--- src/rtl/mw_pkg.sv ---
package mw_pkg;
  typedef enum logic [1:0] {
    Q_IDLE  = 2'd0,
    Q_ARMED = 2'd1,
    Q_RUN   = 2'd2,
    Q_BAD   = 2'd3
  } qual_state_e;
endpackage

--- src/rtl/mw_sync.sv ---
module mw_sync #(
  parameter int W = 1,
  parameter int STAGES = 2,
  parameter logic [W-1:0] INIT = '0
) (
  input  logic         clk,
  input  logic         rst_n,
  input  logic [W-1:0] d,
  output logic [W-1:0] q
);
  logic [W-1:0] stage [STAGES];

  for (genvar g = 0; g < STAGES; g++) begin : g_stage
    if (g == 0) begin : g_first
      always_ff @(posedge clk or negedge rst_n)
        if (!rst_n) stage[0] <= INIT;
        else        stage[0] <= d;
    end else begin : g_next
      always_ff @(posedge clk or negedge rst_n)
        if (!rst_n) stage[g] <= INIT;
        else        stage[g] <= stage[g-1];
    end
  end

  assign q = stage[STAGES-1];
endmodule

--- src/rtl/mw_qual.sv ---
module mw_qual
  import mw_pkg::*;
#(
  parameter int CW = 12
) (
  input  logic          clk,
  input  logic          rst_n,
  input  logic          sk_rise,
  input  logic          cs_hi,
  input  logic          cs_fall,
  input  logic [CW-1:0] sk_period,
  output logic          start,
  output logic          err_setup,
  output logic          err_hold
);
  qual_state_e st;
  logic [CW-1:0] since_rise;
  logic [CW:0]   setup_cnt;
  logic          setup_ok, hold_ok;

  assign setup_ok = setup_cnt >= {sk_period, 1'b0};
  assign hold_ok  = !sk_rise && (since_rise >= sk_period);
  assign start    = (st == Q_ARMED) && !cs_hi && sk_rise && setup_ok;

  // cycles since the latest synchronized rising edge, saturating
  always_ff @(posedge clk or negedge rst_n)
    if (!rst_n)                since_rise <= '1;
    else if (sk_rise)          since_rise <= CW'(1);
    else if (since_rise != '1) since_rise <= since_rise + 1'b1;

  always_ff @(posedge clk or negedge rst_n)
    if (!rst_n) begin
      st        <= Q_IDLE;
      setup_cnt <= '0;
      err_setup <= 1'b0;
      err_hold  <= 1'b0;
    end else if (cs_hi) begin
      st <= Q_IDLE;
    end else begin
      case (st)
        Q_IDLE: if (cs_fall) begin
          if (hold_ok) begin
            st        <= Q_ARMED;
            setup_cnt <= (CW+1)'(1);
          end else begin
            st       <= Q_BAD;
            err_hold <= 1'b1;
          end
        end
        Q_ARMED: if (sk_rise) begin
          if (setup_ok) st <= Q_RUN;
          else begin
            st        <= Q_BAD;
            err_setup <= 1'b1;
          end
        end else if (setup_cnt != '1) begin
          setup_cnt <= setup_cnt + 1'b1;
        end
        default: st <= st;
      endcase
    end

  assert_setup_sticky_R2: assert property (@(posedge clk) disable iff (!rst_n)
    err_setup |=> err_setup);
  assert_hold_sticky_R3: assert property (@(posedge clk) disable iff (!rst_n)
    err_hold |=> err_hold);
  assert_short_hold_flags_R3: assert property (@(posedge clk) disable iff (!rst_n)
    (st == Q_IDLE && cs_fall && !cs_hi && since_rise < sk_period) |=> (err_hold && st == Q_BAD));
  assert_single_start_R2: assert property (@(posedge clk) disable iff (!rst_n)
    start |=> !start);
endmodule

--- src/rtl/mw_rbuf.sv ---
module mw_rbuf #(
  parameter int DW = 16
) (
  input  logic          clk,
  input  logic          rst_n,
  input  logic          in_valid,
  input  logic [DW-1:0] in_data,
  output logic          in_ready,
  input  logic          take,
  output logic          held_valid,
  output logic [DW-1:0] held_data
);
  logic full;

  assign in_ready   = !full;
  assign held_valid = full;

  always_ff @(posedge clk or negedge rst_n)
    if (!rst_n) begin
      full      <= 1'b0;
      held_data <= '0;
    end else if (in_valid && !full) begin
      full      <= 1'b1;
      held_data <= in_data;
    end else if (take) begin
      full <= 1'b0;
    end

  assert_accept_fills_R7: assert property (@(posedge clk) disable iff (!rst_n)
    (in_valid && in_ready) |=> !in_ready);
  assert_kept_until_take_R7: assert property (@(posedge clk) disable iff (!rst_n)
    (full && !take) |=> (full && $stable(held_data)));
  assert_take_needs_word_R8: assert property (@(posedge clk) disable iff (!rst_n)
    take |-> full);
endmodule

--- src/rtl/mw_frame.sv ---
module mw_frame #(
  parameter int CTL_W   = 8,
  parameter int MAX_LEN = 16,
  parameter int MIN_LEN = 4,
  parameter int LW      = 5
) (
  input  logic               clk,
  input  logic               rst_n,
  input  logic               sk_rise,
  input  logic               sk_fall,
  input  logic               si,
  input  logic               cs_hi,
  input  logic               start,
  input  logic [LW-1:0]      rep_len,
  input  logic               buf_valid,
  input  logic [MAX_LEN-1:0] buf_data,
  output logic               buf_take,
  output logic               ctl_valid,
  output logic [CTL_W-1:0]   ctl_data,
  output logic               so_bit,
  output logic               underrun
);
  localparam int FRAME_MAX = CTL_W + 1 + MAX_LEN;
  localparam int PW = $clog2(FRAME_MAX + 1);
  localparam logic [PW-1:0] P_CTL    = PW'(CTL_W);
  localparam logic [PW-1:0] P_LAUNCH = PW'(CTL_W + 1);

  logic               frame_on;
  logic [PW-1:0]      pos, eff_pos, end_pos;
  logic [LW-1:0]      len_q, len_req;
  logic [CTL_W-1:0]   ctl_sh;
  logic [MAX_LEN-1:0] rep_sh, aligned;
  logic [LW-1:0]      shamt;
  logic               do_rise, do_fall, last;

  always_comb begin
    if (rep_len < LW'(MIN_LEN))      len_req = LW'(MIN_LEN);
    else if (rep_len > LW'(MAX_LEN)) len_req = LW'(MAX_LEN);
    else                             len_req = rep_len;
  end

  assign eff_pos = start ? '0 : pos;
  assign end_pos = P_CTL + PW'(len_q);
  assign last    = (eff_pos == end_pos);
  assign do_rise = start || (frame_on && sk_rise && !cs_hi);
  assign do_fall = frame_on && sk_fall && !cs_hi && !do_rise;
  assign shamt   = LW'(MAX_LEN) - len_q;
  assign aligned = buf_valid ? (buf_data << shamt) : '0;
  assign buf_take = do_fall && (pos == P_LAUNCH) && buf_valid;
  assign so_bit  = so_q;

  logic so_q;

  always_ff @(posedge clk or negedge rst_n)
    if (!rst_n) begin
      frame_on  <= 1'b0;
      pos       <= '0;
      len_q     <= LW'(MIN_LEN);
      ctl_sh    <= '0;
      ctl_data  <= '0;
      ctl_valid <= 1'b0;
      rep_sh    <= '0;
      so_q      <= 1'b0;
      underrun  <= 1'b0;
    end else begin
      ctl_valid <= 1'b0;
      if (cs_hi) begin
        frame_on <= 1'b0;
        pos      <= '0;
        so_q     <= 1'b0;
      end else begin
        if (start) frame_on <= 1'b1;
        if (do_rise) begin
          if (eff_pos < P_CTL) ctl_sh <= {ctl_sh[CTL_W-2:0], si};
          if (eff_pos == P_CTL - 1'b1) begin
            ctl_valid <= 1'b1;
            ctl_data  <= {ctl_sh[CTL_W-2:0], si};
          end
          if (eff_pos == '0) len_q <= len_req;
          pos <= (eff_pos != '0 && last) ? '0 : eff_pos + 1'b1;
        end else if (do_fall) begin
          if (pos == P_LAUNCH) begin
            so_q   <= aligned[MAX_LEN-1];
            rep_sh <= aligned << 1;
            if (!buf_valid) underrun <= 1'b1;
          end else if (pos > P_LAUNCH && pos <= end_pos) begin
            so_q   <= rep_sh[MAX_LEN-1];
            rep_sh <= rep_sh << 1;
          end else begin
            so_q <= 1'b0;
          end
        end
      end
    end

  assert_ctl_one_cycle_R1: assert property (@(posedge clk) disable iff (!rst_n)
    ctl_valid |=> !ctl_valid);
  assert_quiet_outside_frame_R6: assert property (@(posedge clk) disable iff (!rst_n)
    !frame_on |-> !so_q);
  assert_pos_in_range_R4: assert property (@(posedge clk) disable iff (!rst_n)
    pos <= PW'(CTL_W + MAX_LEN));
  assert_underrun_sticky_R8: assert property (@(posedge clk) disable iff (!rst_n)
    underrun |=> underrun);
  assert_len_range_R4: assert property (@(posedge clk) disable iff (!rst_n)
    (len_q >= LW'(MIN_LEN)) && (len_q <= LW'(MAX_LEN)));
endmodule

--- src/rtl/mw_slave.sv ---
module mw_slave #(
  parameter int CTL_W   = 8,
  parameter int MAX_LEN = 16,
  parameter int MIN_LEN = 4,
  parameter int CW      = 12,
  parameter int LW      = $clog2(MAX_LEN + 1)
) (
  input  logic               clk,
  input  logic               rst_n,
  input  logic               sk,
  input  logic               cs_n,
  input  logic               si,
  output logic               so,
  output logic               so_oe,
  input  logic [CW-1:0]      sk_period,
  input  logic [LW-1:0]      rep_len,
  input  logic               rep_valid,
  output logic               rep_ready,
  input  logic [MAX_LEN-1:0] rep_data,
  output logic               ctl_valid,
  output logic [CTL_W-1:0]   ctl_data,
  output logic               err_setup,
  output logic               err_hold,
  output logic               underrun
);
  logic [2:0] synced;
  logic sk_s, cs_s, si_s, sk_d, cs_d;
  logic sk_rise, sk_fall, cs_fall;
  logic start, buf_valid, buf_take;
  logic [MAX_LEN-1:0] buf_data;

  mw_sync #(.W(3), .STAGES(2), .INIT(3'b010)) u_sync (
    .clk(clk), .rst_n(rst_n), .d({sk, cs_n, si}), .q(synced));

  assign {sk_s, cs_s, si_s} = synced;

  always_ff @(posedge clk or negedge rst_n)
    if (!rst_n) begin
      sk_d <= 1'b0;
      cs_d <= 1'b1;
    end else begin
      sk_d <= sk_s;
      cs_d <= cs_s;
    end

  assign sk_rise = sk_s && !sk_d;
  assign sk_fall = !sk_s && sk_d;
  assign cs_fall = !cs_s && cs_d;
  assign so_oe   = !cs_n;

  mw_qual #(.CW(CW)) u_qual (
    .clk(clk), .rst_n(rst_n), .sk_rise(sk_rise), .cs_hi(cs_s),
    .cs_fall(cs_fall), .sk_period(sk_period), .start(start),
    .err_setup(err_setup), .err_hold(err_hold));

  mw_rbuf #(.DW(MAX_LEN)) u_rbuf (
    .clk(clk), .rst_n(rst_n), .in_valid(rep_valid), .in_data(rep_data),
    .in_ready(rep_ready), .take(buf_take), .held_valid(buf_valid),
    .held_data(buf_data));

  mw_frame #(.CTL_W(CTL_W), .MAX_LEN(MAX_LEN), .MIN_LEN(MIN_LEN), .LW(LW)) u_frame (
    .clk(clk), .rst_n(rst_n), .sk_rise(sk_rise), .sk_fall(sk_fall),
    .si(si_s), .cs_hi(cs_s), .start(start), .rep_len(rep_len),
    .buf_valid(buf_valid), .buf_data(buf_data), .buf_take(buf_take),
    .ctl_valid(ctl_valid), .ctl_data(ctl_data), .so_bit(so),
    .underrun(underrun));

  assert_no_word_when_deselected_R9: assert property (@(posedge clk) disable iff (!rst_n)
    cs_s |=> !ctl_valid);
  assert_no_take_when_deselected_R9: assert property (@(posedge clk) disable iff (!rst_n)
    cs_s |-> !buf_take);
endmodule

--- config.mk ---
export PLATFORM = sky130hd
export DESIGN_NAME = mw_slave
export DESIGN_NICKNAME = d
export VERILOG_FILES = /design/src/rtl/mw_pkg.sv /design/src/rtl/mw_sync.sv /design/src/rtl/mw_qual.sv /design/src/rtl/mw_rbuf.sv /design/src/rtl/mw_frame.sv /design/src/rtl/mw_slave.sv
export SDC_FILE = /design/constraint.sdc
export NUM_CORES = 1
export LEC_CHECK = 0
export BUFFER_PORTS_ARGS = -buffer_cell sky130_fd_sc_hd__buf_2
export CELL_PAD_IN_SITES_DETAIL_PLACEMENT = 0
export CELL_PAD_IN_SITES_GLOBAL_PLACEMENT = 1
export CORE_ASPECT_RATIO = 0.75
export CORE_MARGIN = 4
export CORE_UTILIZATION = 35
export DETAILED_ROUTE_END_ITERATION = 16
export GPL_ROUTABILITY_DRIVEN = 0
export PLACE_DENSITY = 0.73
export SLEW_MARGIN = 20
export SYNTH_ARGS = -nofsm -noshare
export SYNTH_HDL_FRONTEND = slang
export SYNTH_SLANG_ARGS = --single-unit
--- constraint.sdc ---
create_clock -name clk -period 5.85 [get_ports clk]
set_clock_uncertainty 0.05 [all_clocks]
set_input_delay 1.17 -clock clk [delete_from_list [all_inputs] [get_ports clk]]
set_output_delay 1.17 -clock clk [all_outputs]
set_load 0.02 [all_outputs]
Word level (Yosys, flattened, before mapping)
Index checks and enable logic that the tools add are counted.
{"block": "word_totals", "in_bits": 39, "regBits": 99, "out_inout_bits": 15, "wordCells": 131}
{"block": "classes", "n_lt_le_gt_ge": 7, "mux": 34, "n_reduce_logical": 46, "eq_ne": 13, "n_addsub": 5, "n_shift": 1, "bitwise": 5}
{"operator": "$mux W13", "count": 4}
{"operator": "$mux W16", "count": 3}
{"operator": "$mux W5", "count": 6}
{"operator": "$pmux W13 S2", "count": 1}
{"operator": "$mux W12", "count": 2}
{"operator": "$logic_and A1 B1 Y1", "count": 17}
{"operator": "$shl A16 B5 Y16", "count": 1}
{"operator": "$reduce_bool A2 Y1", "count": 7}
{"operator": "$add A13 B1 Y13 const B", "count": 1}
{"operator": "$ge A13 B13 Y1", "count": 1}
{"operator": "$mux W1", "count": 13}
{"operator": "$ne A13 B13 Y1 const B", "count": 1}
{"operator": "$add A12 B1 Y12 const B", "count": 1}
{"operator": "$ge A12 B12 Y1", "count": 1}
{"operator": "$ne A12 B12 Y1 const B", "count": 1}
{"operator": "$reduce_and A3 Y1", "count": 4}
{"operator": "$reduce_and A4 Y1", "count": 3}
{"operator": "$mux W2", "count": 4}
{"operator": "$ne A2 B2 Y1 const B", "count": 4}
{"operator": "$logic_not A1 Y1", "count": 7}
{"operator": "$ne A3 B3 Y1 const B", "count": 2}
{"operator": "$reduce_and A6 Y1", "count": 1}
{"operator": "$add A4 B5 Y5 const A", "count": 1}
{"operator": "$add A5 B1 Y5 const B", "count": 1}
{"operator": "other kinds (20)", "count": 24}

Logic depth before layout (Yosys ltp)
Gate-level depths: netlist of the first run.
{"block": "depth", "depth_word": 11, "ltp_mapped": 14, "mapped_depth_nobuf": 13}

Modules after synthesis
From an unflattened synthesis of the first run, not the netlist that was laid out.
{"block": "unflattened", "cells_unflattened": 596, "hier_area_um2": 6308.6}
{"module": "mw_frame", "area_per_inst_um2": 3234.4, "n_inst": 1, "cells_each": 315, "seq_area_each_um2": 1102.3}
{"module": "mw_qual", "area_per_inst_um2": 2143.3, "n_inst": 1, "cells_each": 228, "seq_area_each_um2": 740.7}
{"module": "mw_rbuf", "area_per_inst_um2": 679.4, "n_inst": 1, "cells_each": 38, "seq_area_each_um2": 425.4}
{"module": "mw_sync", "area_per_inst_um2": 175.2, "n_inst": 1, "cells_each": 9, "seq_area_each_um2": 152.6}
{"module": "mw_slave", "area_per_inst_um2": 76.3, "n_inst": 1, "cells_each": 6, "seq_area_each_um2": 51.3}

Least setup slack after synthesis of the first run
No wires, ideal clock.
{"block": "synth_path", "path_kind": "input to register", "from": "input sk_period[2]", "to": "register u_frame.pos[4]", "arrival_ns": 3.614, "required_ns": 5.676, "n_path_buf": 1, "setup_ns": 0.124, "setup_slack_ns": 2.062, "stages": 13, "cell_sequence": "inv_1 -> ha_1 -> a211o_1 -> o21ai_4 -> a21o_2 -> buf_2 -> nand2_1 -> ha_1 -> a211o_1 -> o311a_1 -> nor4_2 -> nor4_1 -> a211o_1"}
{"block": "synth_via", "elab_chain_cells": 8, "elab_cells_between_ends": 12, "cone_classes": "add/sub: 1; order compare: 1; eq/ne: 1; mux: 4; reduce/logical: 5"}
{"item": "start, declared", "line_no": "mw_slave.sv:15", "text": "input logic [CW-1:0] sk_period,"}
{"item": "$ge A13 B13 Y1 *", "line_no": "mw_qual.sv:21", "text": "assign setup_ok = setup_cnt >= {sk_period, 1'b0};"}
{"item": "$logic_and A1 B1 Y1 *", "line_no": "mw_qual.sv:23", "text": "assign start = (st == Q_ARMED) && !cs_hi && sk_rise && setup_ok;"}
{"item": "branches (longest 6 deep; another with $add A5 B1 Y5)"}
{"item": "end signal, assigned", "line_no": "mw_frame.sv:80", "text": "pos <= (eff_pos != '0 && last) ? '0 : eff_pos + 1'b1;"}
{"item": "end, declared", "line_no": "mw_frame.sv:29", "text": "logic [PW-1:0] pos, eff_pos, end_pos;"}
Every way passes the cells marked *. The select of a mux whose other input is x is not followed.
A chain may end at the register's enable or synchronous reset.

Worst setup path after layout of the first run
{"block": "layout_path", "from": "register u_frame.len_q[0]", "to": "register u_frame.rep_sh[13]"}
{"block": "layout_via", "elab_chain_cells": 5, "elab_cells_between_ends": 9, "cone_classes": "add/sub: 2; order compare: 1; shift: 1; mux: 2; reduce/logical: 3"}
{"item": "start, declared", "line_no": "mw_frame.sv:30", "text": "logic [LW-1:0] len_q, len_req;"}
{"item": "start signal, assigned", "line_no": "mw_frame.sv:58", "text": "len_q <= LW'(MIN_LEN);"}
{"item": "start signal, assigned", "line_no": "mw_frame.sv:79", "text": "if (eff_pos == '0) len_q <= len_req;"}
{"item": "$add A4 B5 Y5", "line_no": "mw_frame.sv:43", "text": "assign end_pos = P_CTL + PW'(len_q);"}
{"item": "$le A5 B5 Y1", "line_no": "mw_frame.sv:86", "text": "end else if (pos > P_LAUNCH && pos <= end_pos) begin"}
{"item": "$logic_and A1 B1 Y1", "line_no": "mw_frame.sv:86"}
{"item": "$reduce_bool A2 Y1 (no line)"}
{"item": "$reduce_and A4 Y1 (no line)"}
{"item": "end signal, assigned", "line_no": "mw_frame.sv:84", "text": "rep_sh <= aligned << 1;"}
{"item": "end signal, assigned", "line_no": "mw_frame.sv:88", "text": "rep_sh <= rep_sh << 1;"}
{"item": "end, declared", "line_no": "mw_frame.sv:32", "text": "logic [MAX_LEN-1:0] rep_sh, aligned;"}
Parallel ways exist; a longest one is shown, timed or not.

==> metrics.md, run 1 <==
| Metric | Value |
|---|---|
| CTS tree | yes |
| Total wire length | 13500 um |
| Post-CTS setup buffer count | 0 |
| Gr ovfl total | 0 |
| CP arrival | 4.25 ns |
| Worst path required time | 6.03 ns |
| Final setup fails | 0 |
| Worst-path clk slew | 0.07 ns |
| Die Span Y | 121 um |
| Reg area | 2470 um^2 |
| Worst Path Buf+Inv | 1 |
| TNS Setup | 0 ns |
| Fill cells | 1542 |
| EDFF count, synth | 0 |
| Tot GR Track Use | 0.147 |
| Worst slew pin tran | 0.960 ns |
| RSZ-0062 raised after global routing | false |
| Seq/Total Area, Yosys | 0.419 |
| Worst VDD drop | 144 uV |
| Netlist cell types | 71 |
| Area leader, netlist | dfrtp_1 |
| Post-synth top area share | 0.347 |
| Final Max Slew Viols | 0 |
| Max frequency | 246 MHz |
| CP max-delay cell | ha_1 |
| Drt wl/cell | 16.2 um |
| PostCTS Resize Cnt | 0 |
| Period Utilization, post-route | 0.696 |
| Starting density of the core | 0.363 |
| Synth top cells by count | dfrtp_1, mux2_2, nor2_1 |
| Synth top area cells | dfrtp_1, mux2_2, ha_1 |
| Crit path largest cell delay | 0.93 ns |
| Primary FF master, synth | dfrtp_1 |
| Die Area | 19000 um^2 |
| Final Critical Period | 4.07 ns |
| First-pass DRT Iterations | 5 |
| Nets | 692 |
| Initial antenna violation count | 0 |
| Multi-input gate area | 3200 um^2 |
| Avg Cell Area, Syn | 10.3 um^2 |
| Worst setup EP type | flop |
| Status | complete, no violations |
| WS Path Type | reg -> reg |
| Post-synthesis cell count | 575 |
| Die W | 158 um |
| Post-route cell area | 6660 um^2 |
| I/O Buffers | 53 |
| Core footprint | 16300 um^2 |
| Share of layout cells above drive strength 1 | 0.263 |
| Vias in the first global route | 4298 |
| Reg2reg setup slack | 1.78 ns |
| Post-DP HPWL | 10200 um |
| CTS sink count | 98 |
| MaxCap Viol Count | 0 |
| Top delay family on crit path | adder cells |
| Max-slew headroom | 0.356 |
| Leak | 3.06 nW |
| Final Hold Fails | 0 |
| Power Density | 324 nW/um^2 |
| Cell row count | 40 |
| Syn_nets | 648 |
| DR iter-0 viols | 333 |
| Area growth from synthesis to layout | 12.8% |
| Worst-Skew Late Latency | 0.35 ns |
| First-pass GRT wire length | 22300 um |
| Area after DPL | 6350 um^2 |
| Total CTS buffers | 9 |
| Register bit total from synthesis | 98 |
| Yosys warns | 0 |
| DR vias/cell | 5.39 |
| Post-synth ARST share | 1.00 |
| Number of remaining DRC errors | 0 |
| CP Max Fanout | 22 |
| Clock Path Buffers | 2 |
| CP cell instances | clkinv_1 > ha_1 > mux4_2 > nor2b_1 > a311oi_1 > a21oi_1 > a22o_1 > mux2_2 |
| Detail Route Antenna Nets | 0 |
| Clock Tree Root | clkbuf_16 |
| CP startpoint kind | flop |
| HP Class | reg -> reg |
| Largest net degree at the start of global routing | 55 |
| Vias | 4496 |
| Cts hold-fix bufs | 0 |
| Netlist Area Pre-Place | 5910 um^2 |
| Total Power | 0.00216 W |
| I/O pin total | 54 |
| Count leader, synth | dfrtp_1 |
| # diodes | 0 |
| H-tree depth | 3 |
cell usage in the layout, fill, tap and decap left out, types with 6 or more instances in the layout:
| master | synthesis | final |
|---|---|---|
| a21o_1 | 6 | 6 |
| a21oi_1 | 22 | 22 |
| a22o_1 | 7 | 7 |
| and3_1 | 7 | 7 |
| buf_2 | 12 | 52 |
| buf_4 | 1 | 7 |
| clkbuf_16 | 0 | 11 |
| dfrtp_1 | 82 | 82 |
| dfstp_2 | 16 | 16 |
| ha_1 | 34 | 34 |
| inv_1 | 27 | 27 |
| mux2_2 | 48 | 48 |
| mux2i_1 | 18 | 18 |
| nand2_1 | 40 | 40 |
| nand2b_1 | 8 | 8 |
| nand3_1 | 15 | 15 |
| nand4_1 | 7 | 7 |
| nor2_1 | 41 | 41 |
| nor2b_1 | 12 | 12 |
| nor3_1 | 11 | 11 |
| o21ai_0 | 36 | 36 |
| xor2_1 | 10 | 10 |
area by class of cell:
| class | instances | share of cell area |
|---|---|---|
| Inverter | 28 | 0.0158 |
| Clock buffer | 14 | 0.0445 |
| Sequential cell | 98 | 0.371 |
| Tap cell | 210 | 0.0394 |
| Timing Repair Buffer | 59 | 0.0469 |
| Multi-Input combinational cell | 423 | 0.480 |
| Clock inverter | 2 | 0.00225 |
report_power, final:
group / switching, W / leakage, nW / total [W] / internal (W)
combinational: 0.000334 / 1.68 / 0.000623 / 0.000289
sequential: 0.000142 / 1.22 / 0.000931 / 0.000790
clock: 0.000253 / 0.154 / 0.000607 / 0.000354
metal layers:
layer	GRT usage	wire, um
met1	0.228	6920
met2	0.205	5610
met3	0.0329	766
met4	0.0400	174
met5	0	0
path summary, 6_finish.rpt:
kind,to,cells past startpoint,from
worst max-delay path,u_frame.rep_sh[13],8,u_frame.len_q[0]
worst min-delay path,u_sync.q[0],0,u_sync.stage[3]
worst max register to register,u_frame.rep_sh[13],8,u_frame.len_q[0]
worst min register to register,u_sync.q[0],0,u_sync.stage[3]
max in group asynchronous,u_frame.rep_sh[4],2,rst_n
min in group asynchronous,u_qual.err_hold,1,rst_n
through the flow:
stage | cells | utilization | hold WS (ns) | worst slack (ns)
3_3_place_gp | 818 | 0.390 | 0.285 | 1.81
4_1_cts | 834 | 0.410 | 0.299 | 1.82
6_report | 834 | 0.410 | 0.298 | 1.78
2_1_floorplan | 575 | - | 0.281 | 2.06
3_5_place_dp | 818 | 0.390 | 0.285 | 1.74
5_1_grt | 834 | 0.410 | 0.309 | 1.51
state kept, by name (all words and copies together) (netlist names), 2 cells and up:
register,cells
u_frame.pos,5
u_qual.since_rise,12
u_rbuf.held_data,16
u_frame.len_q,5
u_qual.st,2
u_frame.ctl_sh,7
u_sync.q,3
u_frame.rep_sh,15
u_qual.setup_cnt,13
u_sync.stage,3
u_frame.ctl_data,8
worst register-to-register path: cells and delay by family, from the launching register on:
| kind | cells | cell delay, ns |
|---|---|---|
| AOI/OAI and AO/OA | 3 | 0.76 |
| adders and majority gates | 1 | 0.93 |
| buffers and inverters | 1 | 0.49 |
| DFF | 1 | 0.87 |
| muxes | 2 | 0.71 |
| and+or+nand+nor | 1 | 0.15 |
logic make-up (layout without fill, tap and decap cells):
family                     count (synthesis)  after routing  share of synthesized area
and+or+nand+nor                          174            174                      0.159
muxes                                     72             72                      0.143
AOI/OAI and AO/OA                        129            129                      0.146
DFF                                       98             98                      0.419
adders and majority gates                 34             34                     0.0720
xor gates and xnor gates                  14             14                     0.0208
buffers and inverters                     54            103                     0.0400
No activity file was read; power rests on OpenSTA's default activity.
==> run 2: changes to the inputs <==
Settings changed: PLACE_DENSITY 0.73 to 0.76.
Clock period 5.85 ns to 3.74 ns, I/O delays scaled along.
==> run 2 against run 1 <==
  * Clock power grew 51%
  * Hold slack gained 0.0090 ns
  * Clock-buffer cell count shrank 4
  * Global-route usage grew 0.56 points
  * Power grew 55%
  * Die area is the same
  * Design area grew 0.45%
  * Largest power group unchanged
==> metrics.md, run 2 (same netlist as run 1, synthesis figures left out) <==
| Metric | Value |
|---|---|
| Largest register FFs | 16 (unchanged) |
| CP arrival | 3.58 ns (-0.67 ns) |
| Post-route cell area | 6690 um^2 (+0.45%) |
| CP max-delay cell | nor4_2 |
| DR iter-0 viols | 336 (+0.90%) |
| Worst reg2reg path startpoint | u_qual.setup_cnt[10] |
| Initial antenna violation count | 0 (unchanged) |
| Placed insts | 824 (+0.73%) |
| Gr ovfl total | 0 (unchanged) |
| CTS tree | yes |
| Period Utilization, post-route | 0.909 |
| Top flop regs | u_rbuf.held_data: 16 flops, u_frame.rep_sh: 15 flops, u_qual.setup_cnt: 13 flops |
| Power Density | 500 nW/um^2 (+54%) |
| First-pass GRT wire length | 23500 um (+5.4%) |
| Vias | 4504 (+0.18%) |
| Total Power | 0.00334 W (+55%) |
| Post-CTS setup buffer count | 0 (unchanged) |
| Total wire length | 14000 um (+3.5%) |
| Min-delay src | u_sync.stage[5] |
| Hold path endpoint | u_sync.q[2] |
| Die Area | 19000 um^2 (unchanged) |
| CTS sink count | 98 (unchanged) |
| Vias in the first global route | 4614 (+7.4%) |
| Final setup fails | 0 (unchanged) |
| Reg2reg setup slack | 0.43 ns (-1.35 ns) |
| Hold path cells | 0 (unchanged) |
| Area growth from synthesis to layout | 13.3% |
| # diodes | 0 (unchanged) |
| Leak | 3.08 nW (+0.62%) |
| HP Class | reg -> reg |
| Clock Path Buffers | 2 (unchanged) |
| Worst slew pin tran | 0.822 ns (-0.138 ns) |
| Worst VDD drop | 289 uV (+100%) |
| Detail Route Antenna Nets | 0 (unchanged) |
| Worst-path clk slew | 0.08 ns (about the same) |
| Share of layout cells above drive strength 1 | 0.273 (+0.0102) |
| Max-slew headroom | 0.452 (+0.0961) |
| Most flop-heavy register | u_rbuf.held_data |
| Tot GR Track Use | 0.153 (+0.00563) |
| I/O Buffers | 53 (unchanged) |
| Die W | 158 um (unchanged) |
| H-tree depth | 3 (unchanged) |
| Worst r2r path cells | 12 (+4) |
| Most frequent cells in the layout | dfrtp_1, buf_2, mux2_2, nor2_1, nand2_1 |
| MaxCap Viol Count | 0 (unchanged) |
| Final Critical Period | 3.40 ns |
| Final Max Slew Viols | 0 (unchanged) |
| Non-filler cells, final | 840 (+0.72%) |
| CP Max Fanout | 9 (-59%) |
| Worst setup EP type | flop |
| CP cell instances | buf_2 > inv_1 > ha_1 > a21oi_2 > o21ai_2 > o21ai_1 > a21o_2 > nand2_1 > ha_1 > a211o_1 > o311a_1 > nor4_2 > nor4_1 > a211o_1 |
| Starting density of the core | 0.363 (unchanged) |
| Clock Tree Root | clkbuf_16 |
| TNS Setup | 0 ns (unchanged) |
| Area after DPL | 6400 um^2 (+0.71%) |
| Status | complete, no violations |
| WS Path Type | in -> reg |
| Post-DP HPWL | 10700 um (+4.1%) |
| Critical R2R Capture | u_frame.pos[4] |
| Total CTS buffers | 9 (unchanged) |
| Nets | 698 (+0.87%) |
| Worst-Skew Late Latency | 0.35 ns (about the same) |
| I/O pin total | 54 (unchanged) |
| PostCTS Resize Cnt | 0 (unchanged) |
| First-pass DRT Iterations | 5 (unchanged) |
| Crit path largest cell delay | 0.47 ns (-0.46 ns) |
| DR vias/cell | 5.36 (-0.54%) |
| Final Hold Fails | 0 (unchanged) |
| Commonest non-fill, non-tap cell in the layout | dfrtp_1 |
| Number of remaining DRC errors | 0 (unchanged) |
| Largest net degree at the start of global routing | 65 (+18%) |
| Die Span Y | 121 um (unchanged) |
| Cts hold-fix bufs | 0 (unchanged) |
| CP startpoint kind | input pin |
| Core footprint | 16300 um^2 (unchanged) |
| Cell row count | 40 (unchanged) |
| RSZ-0062 raised after global routing | false |
| Drt wl/cell | 16.6 um (+2.8%) |
| Max frequency | 294 MHz |
| Worst path required time | 3.92 ns (-2.11 ns) |
-- run 2: cell type report --
class / instances / area (um^2)
clock buffers: 10 / 239
clock inverters: 6 / 57.6
fillers: 1563 / 9570
inverters: 28 / 105
multi-input cells: 423 / 3200
flip-flops and latches: 98 / 2470
well taps: 210 / 263
repair buffers: 65 / 358
-- run 2: how the worst max path moves through the flow --
stage,startpoint,to,slack [ns],depth (start not counted)
after global routing,sk_period[11],u_frame.pos[4],0.21,14
after CTS,sk_period[9],u_frame.pos[4],0.38,14
after detailed placement,sk_period[9],u_frame.pos[4],0.03,14
after floorplan,sk_period[2],u_frame.pos[4],0.37,13
final,sk_period[9],u_frame.pos[4],0.34,14
after global placement,sk_period[2],u_frame.pos[4],0.19,13
-- run 2: power by group --
part | total (W) | switching (W) | internal (W)
registers | 0.00143 | 0.000199 | 0.00124
clock network | 0.000918 | 0.000435 | 0.000484
logic | 0.000992 | 0.000529 | 0.000463
-- run 2: layer usage --
layer | up-vias | GRT usage | share of wire
met3 | 13 | 0.0311 | 0.049
met2 | 103 | 0.221 | 0.43
met1 | 2199 | 0.232 | 0.51
met5 | - | 0 | 0
met4 | 0 | 0.0416 | 0.012
li1 | 2189 | - | -
-- run 2: per-stage QoR --
step	hold WS [ns]	setup slack [ns]	utilization
after global placement	0.283	0.187	0.393
after detailed placement	0.287	0.0295	0.393
after global routing	0.313	0.206	0.411
after CTS	0.303	0.379	0.411
final	0.307	0.340	0.411
after floorplan	0.281	0.374	-
-- run 2: worst max-delay path: cells and delay by family --
kind,cells,cell delay (ns)
buf+inv,2,0.14
simple gates,3,0.70
compound gates,7,1.41
fa+ha+maj,2,0.58
==> run 3: changes to the inputs <==
Settings changed: PLACE_DENSITY 0.76 to 0.75, SYNTH_HIERARCHICAL from default to 1.
==> run 3 against run 2 <==
  * Power is 16% lower
  * Critical path type unchanged
  * Fmax about the same
  * Design area is 6.8% higher
  * Largest power group unchanged
  * Synthesized area is 6.8% higher
  * Critical path depth shrank 1
  * Via count increased by 6.7%
  * Synthesized cell count increased by 3.7%
  * Highest routed layer unchanged
==> metrics.md, run 3 <==
| Metric | Value |
|---|---|
| I/O pin total | 54 (unchanged) |
| Critical R2R Capture | u_frame/rep_sh[2] |
| Die Span Y | 124 um (+3.1%) |
| Main combinational cell family by area after synthesis | simple AND/OR/NAND/NOR gates |
| Final Max Slew Viols | 0 (unchanged) |
| Worst VDD drop | 256 uV (-12%) |
| Die W | 163 um (+3.2%) |
| Gr ovfl total | 0 (unchanged) |
| Final setup fails | 0 (unchanged) |
| Count leader, synth | dfrtp_1 |
| First-pass GRT wire length | 24900 um (+6.1%) |
| Area leader, netlist | dfrtp_1 |
| Mux contribution to synthesized area | 0.155 (+0.0123) |
| Cts hold-fix bufs | 0 (unchanged) |
| # diodes | 0 (unchanged) |
| Compound-Gate Fraction of Synth Area | 0.147 (+0.00101) |
| Drt wl/cell | 16.3 um (-1.7%) |
| CP startpoint kind | input pin |
| HP Class | reg -> reg |
| Total CTS buffers | 9 (unchanged) |
| Seq/Total Area, Yosys | 0.392 (-0.0266) |
| Non-filler cells, final | 898 (+6.9%) |
| Max-slew headroom | 0.526 (+0.0740) |
| Worst slew pin tran | 0.701 ns (-0.121 ns) |
| Adder-cell share of the synthesized area | 0.0674 (-0.00459) |
| Post-DP HPWL | 10900 um (+2.0%) |
| CTS sink count | 98 (unchanged) |
| Placed insts | 882 (+7.0%) |
| Post-synthesis cell count | 596 (+3.7%) |
| CP arrival | 3.60 ns (+0.02 ns) |
| Number of remaining DRC errors | 0 (unchanged) |
| Starting density of the core | 0.357 (-0.00587) |
| Syn_nets | 669 (+3.2%) |
| Initial antenna violation count | 0 (unchanged) |
| Area growth from synthesis to layout | 13.3% (about the same) |
| Synth top area cells | dfrtp_1, ha_1, dfstp_2 |
| Status | complete, no violations |
| EDFF count, synth | 0 (unchanged) |
| Leak | 3.15 nW (+2.3%) |
| Worst setup EP type | flop |
| Worst r2r path cells | 13 (+1) |
| Avg Cell Area, Syn | 10.6 um^2 (+3.0%) |
| Final Hold Fails | 0 (unchanged) |
| Cell row count | 42 (+5.0%) |
| Synth top cells by count | dfrtp_1, nand2_1, nor2_1 |
| Worst-path clk slew | 0.08 ns (about the same) |
| Total Power | 0.00282 W (-16%) |
| Primary FF master, synth | dfrtp_1 |
| Min-delay src | u_sync/stage[3] |
| H-tree depth | 3 (unchanged) |
| Largest register FFs | 16 (unchanged) |
| Clock Tree Root | clkbuf_16 |
| TNS Setup | 0 ns (unchanged) |
| Core footprint | 17700 um^2 (+8.6%) |
| First-pass DRT Iterations | 5 (unchanged) |
| Vias | 4808 (+6.7%) |
| Nets | 724 (+3.7%) |
| Largest net degree at the start of global routing | 99 (+52%) |
| Most frequent cells in the layout | dfrtp_1, buf_2, nand2_1, nor2_1, mux2_2 |
| Period Utilization, post-route | 0.909 (about the same) |
| DR vias/cell | 5.35 (-0.15%) |
| Reg2reg setup slack | 0.36 ns (-0.07 ns) |
| Hold path cells | 0 (unchanged) |
| Clock Path Buffers | 2 (unchanged) |
| Register bit total from synthesis | 98 (unchanged) |
| Total wire length | 14700 um (+5.1%) |
| CTS tree | yes |
| Worst-Skew Late Latency | 0.36 ns (about the same) |
| DR iter-0 viols | 300 (-11%) |
| Post-synth ARST share | 1.00 (unchanged) |
| WS Path Type | in -> reg |
| Hold path endpoint | u_sync/q[0] |
| Commonest non-fill, non-tap cell in the layout | dfrtp_1 |
| Post-route cell area | 7150 um^2 (+6.8%) |
| Share of layout cells above drive strength 1 | 0.294 (+0.0212) |
| Simple-gate share of the synthesized area | 0.163 (+0.00353) |
| Netlist Area Pre-Place | 6310 um^2 (+6.8%) |
| WHS | 0.308 ns (+0.000919 ns) |
| Power Density | 394 nW/um^2 (-21%) |
| I/O Buffers | 53 (unchanged) |
| MaxCap Viol Count | 0 (unchanged) |
| Detail Route Antenna Nets | 0 (unchanged) |
| Xor-xnor portion of the synthesized cell area | 0.0242 (+0.00344) |
| Yosys warns | 6 (+6) |
| Tot GR Track Use | 0.150 (-0.00302) |
| Worst reg2reg path startpoint | u_qual/setup_cnt[1] |
| Vias in the first global route | 4732 (+2.6%) |
| Most flop-heavy register | u_rbuf/held_data |
| Fill cells | 1756 (+12%) |
| RSZ-0062 raised after global routing | false |
| Netlist cell types | 78 (+9.9%) |
| Top flop regs | u_rbuf/held_data: 16 flops, u_frame/rep_sh: 15 flops, u_qual/setup_cnt: 13 flops |
| Post-synth top area share | 0.325 (-0.0221) |
| Area after DPL | 6830 um^2 (+6.8%) |
| PostCTS Resize Cnt | 0 (unchanged) |
| Die Area | 20300 um^2 (+6.4%) |
| Post-CTS setup buffer count | 0 (unchanged) |
| Final Critical Period | 3.40 ns (+0.00118 ns) |
| Max frequency | 294 MHz (about the same) |
| CP Max Fanout | 9 (unchanged) |
| Worst path required time | 3.94 ns (+0.02 ns) |
[run 3: cell types whose count changed after synthesis, moves of 6 or more]
cell     before  now
a22o_1        7    0
mux2_2       48   35
mux2_4        0    9
mux2i_1      18    9
mux4_2        5   16
nand2_1      40   48
nand4_1       7   13
o21ai_0      36   25
[run 3: through the flow]
stage,util,setup WS (ns)
after floorplan,-,0.221
after global placement,0.387,0.0501
after detailed placement,0.387,-0.0118
after CTS,0.405,0.363
after global routing,0.405,0.105
final,0.405,0.339
[run 3: kinds of logic (layout without fill, tap and decap cells)]
logic type	after synthesis	count (layout)
AO/OA/AOI/OAI	130	130
XOR/XNOR	15	15
adder cells (fa/ha/maj)	34	34
buffers and inverters	59	119
flip-flops	98	98
multiplexers	69	69
AND/OR/NAND/NOR	191	191
[run 3: worst max-delay path: stages]
cell and delay, ns:
buf_2 0.11, ha_1 0.27, nor2b_1 0.13, nor3b_1 0.17, o21ai_0 0.12, a21oi_1 0.18, o21ai_0 0.14, nor4b_1 0.17
buf_4 0.19, or2_2 0.28, or3_1 0.46, o21ai_2 0.27, mux2_2 0.37
[run 3: worst max path at each step]
stage	to	start	slack (ns)	cells after the start
2_1_floorplan	u_frame/rep_sh[10]	sk_period[9]	0.22	13
3_3_place_gp	u_frame/rep_sh[3]	sk_period[0]	0.05	13
3_5_place_dp	u_frame/rep_sh[2]	sk_period[0]	-0.01	13
4_1_cts	u_frame/rep_sh[2]	sk_period[0]	0.36	13
5_1_grt	u_frame/pos[1]	u_qual/setup_cnt[1]	0.11	17
6_report	u_frame/rep_sh[2]	sk_period[0]	0.34	13
[run 3: power by group]
group / total (W) / leakage [nW] / internal (W) / switching, W
Combinational: 0.000608 / 1.75 / 0.000284 / 0.000324
Clock: 0.00101 / 0.160 / 0.000554 / 0.000459
Sequential: 0.00120 / 1.23 / 0.00112 / 0.0000760
[run 3: layer usage]
layer / global-route usage / vias up / share of wire
met5: 0 / - / 0
met4: 0.0266 / 0 / 0.0071
met1: 0.233 / 2386 / 0.52
met3: 0.0384 / 12 / 0.047
li1: - / 2314 / -
met2: 0.211 / 96 / 0.43
[run 3: area by class of cell]
cell class,count,area (um^2),share of cell area
Sequential cell,98,2470,0.346
Clock inverter,6,82.6,0.0115
Tap cell,242,303,0.0423
Clock buffer,10,239,0.0334
Timing Repair Buffer,72,423,0.0591
Inverter,31,116,0.0163
Multi-Input combinational cell,439,3510,0.492
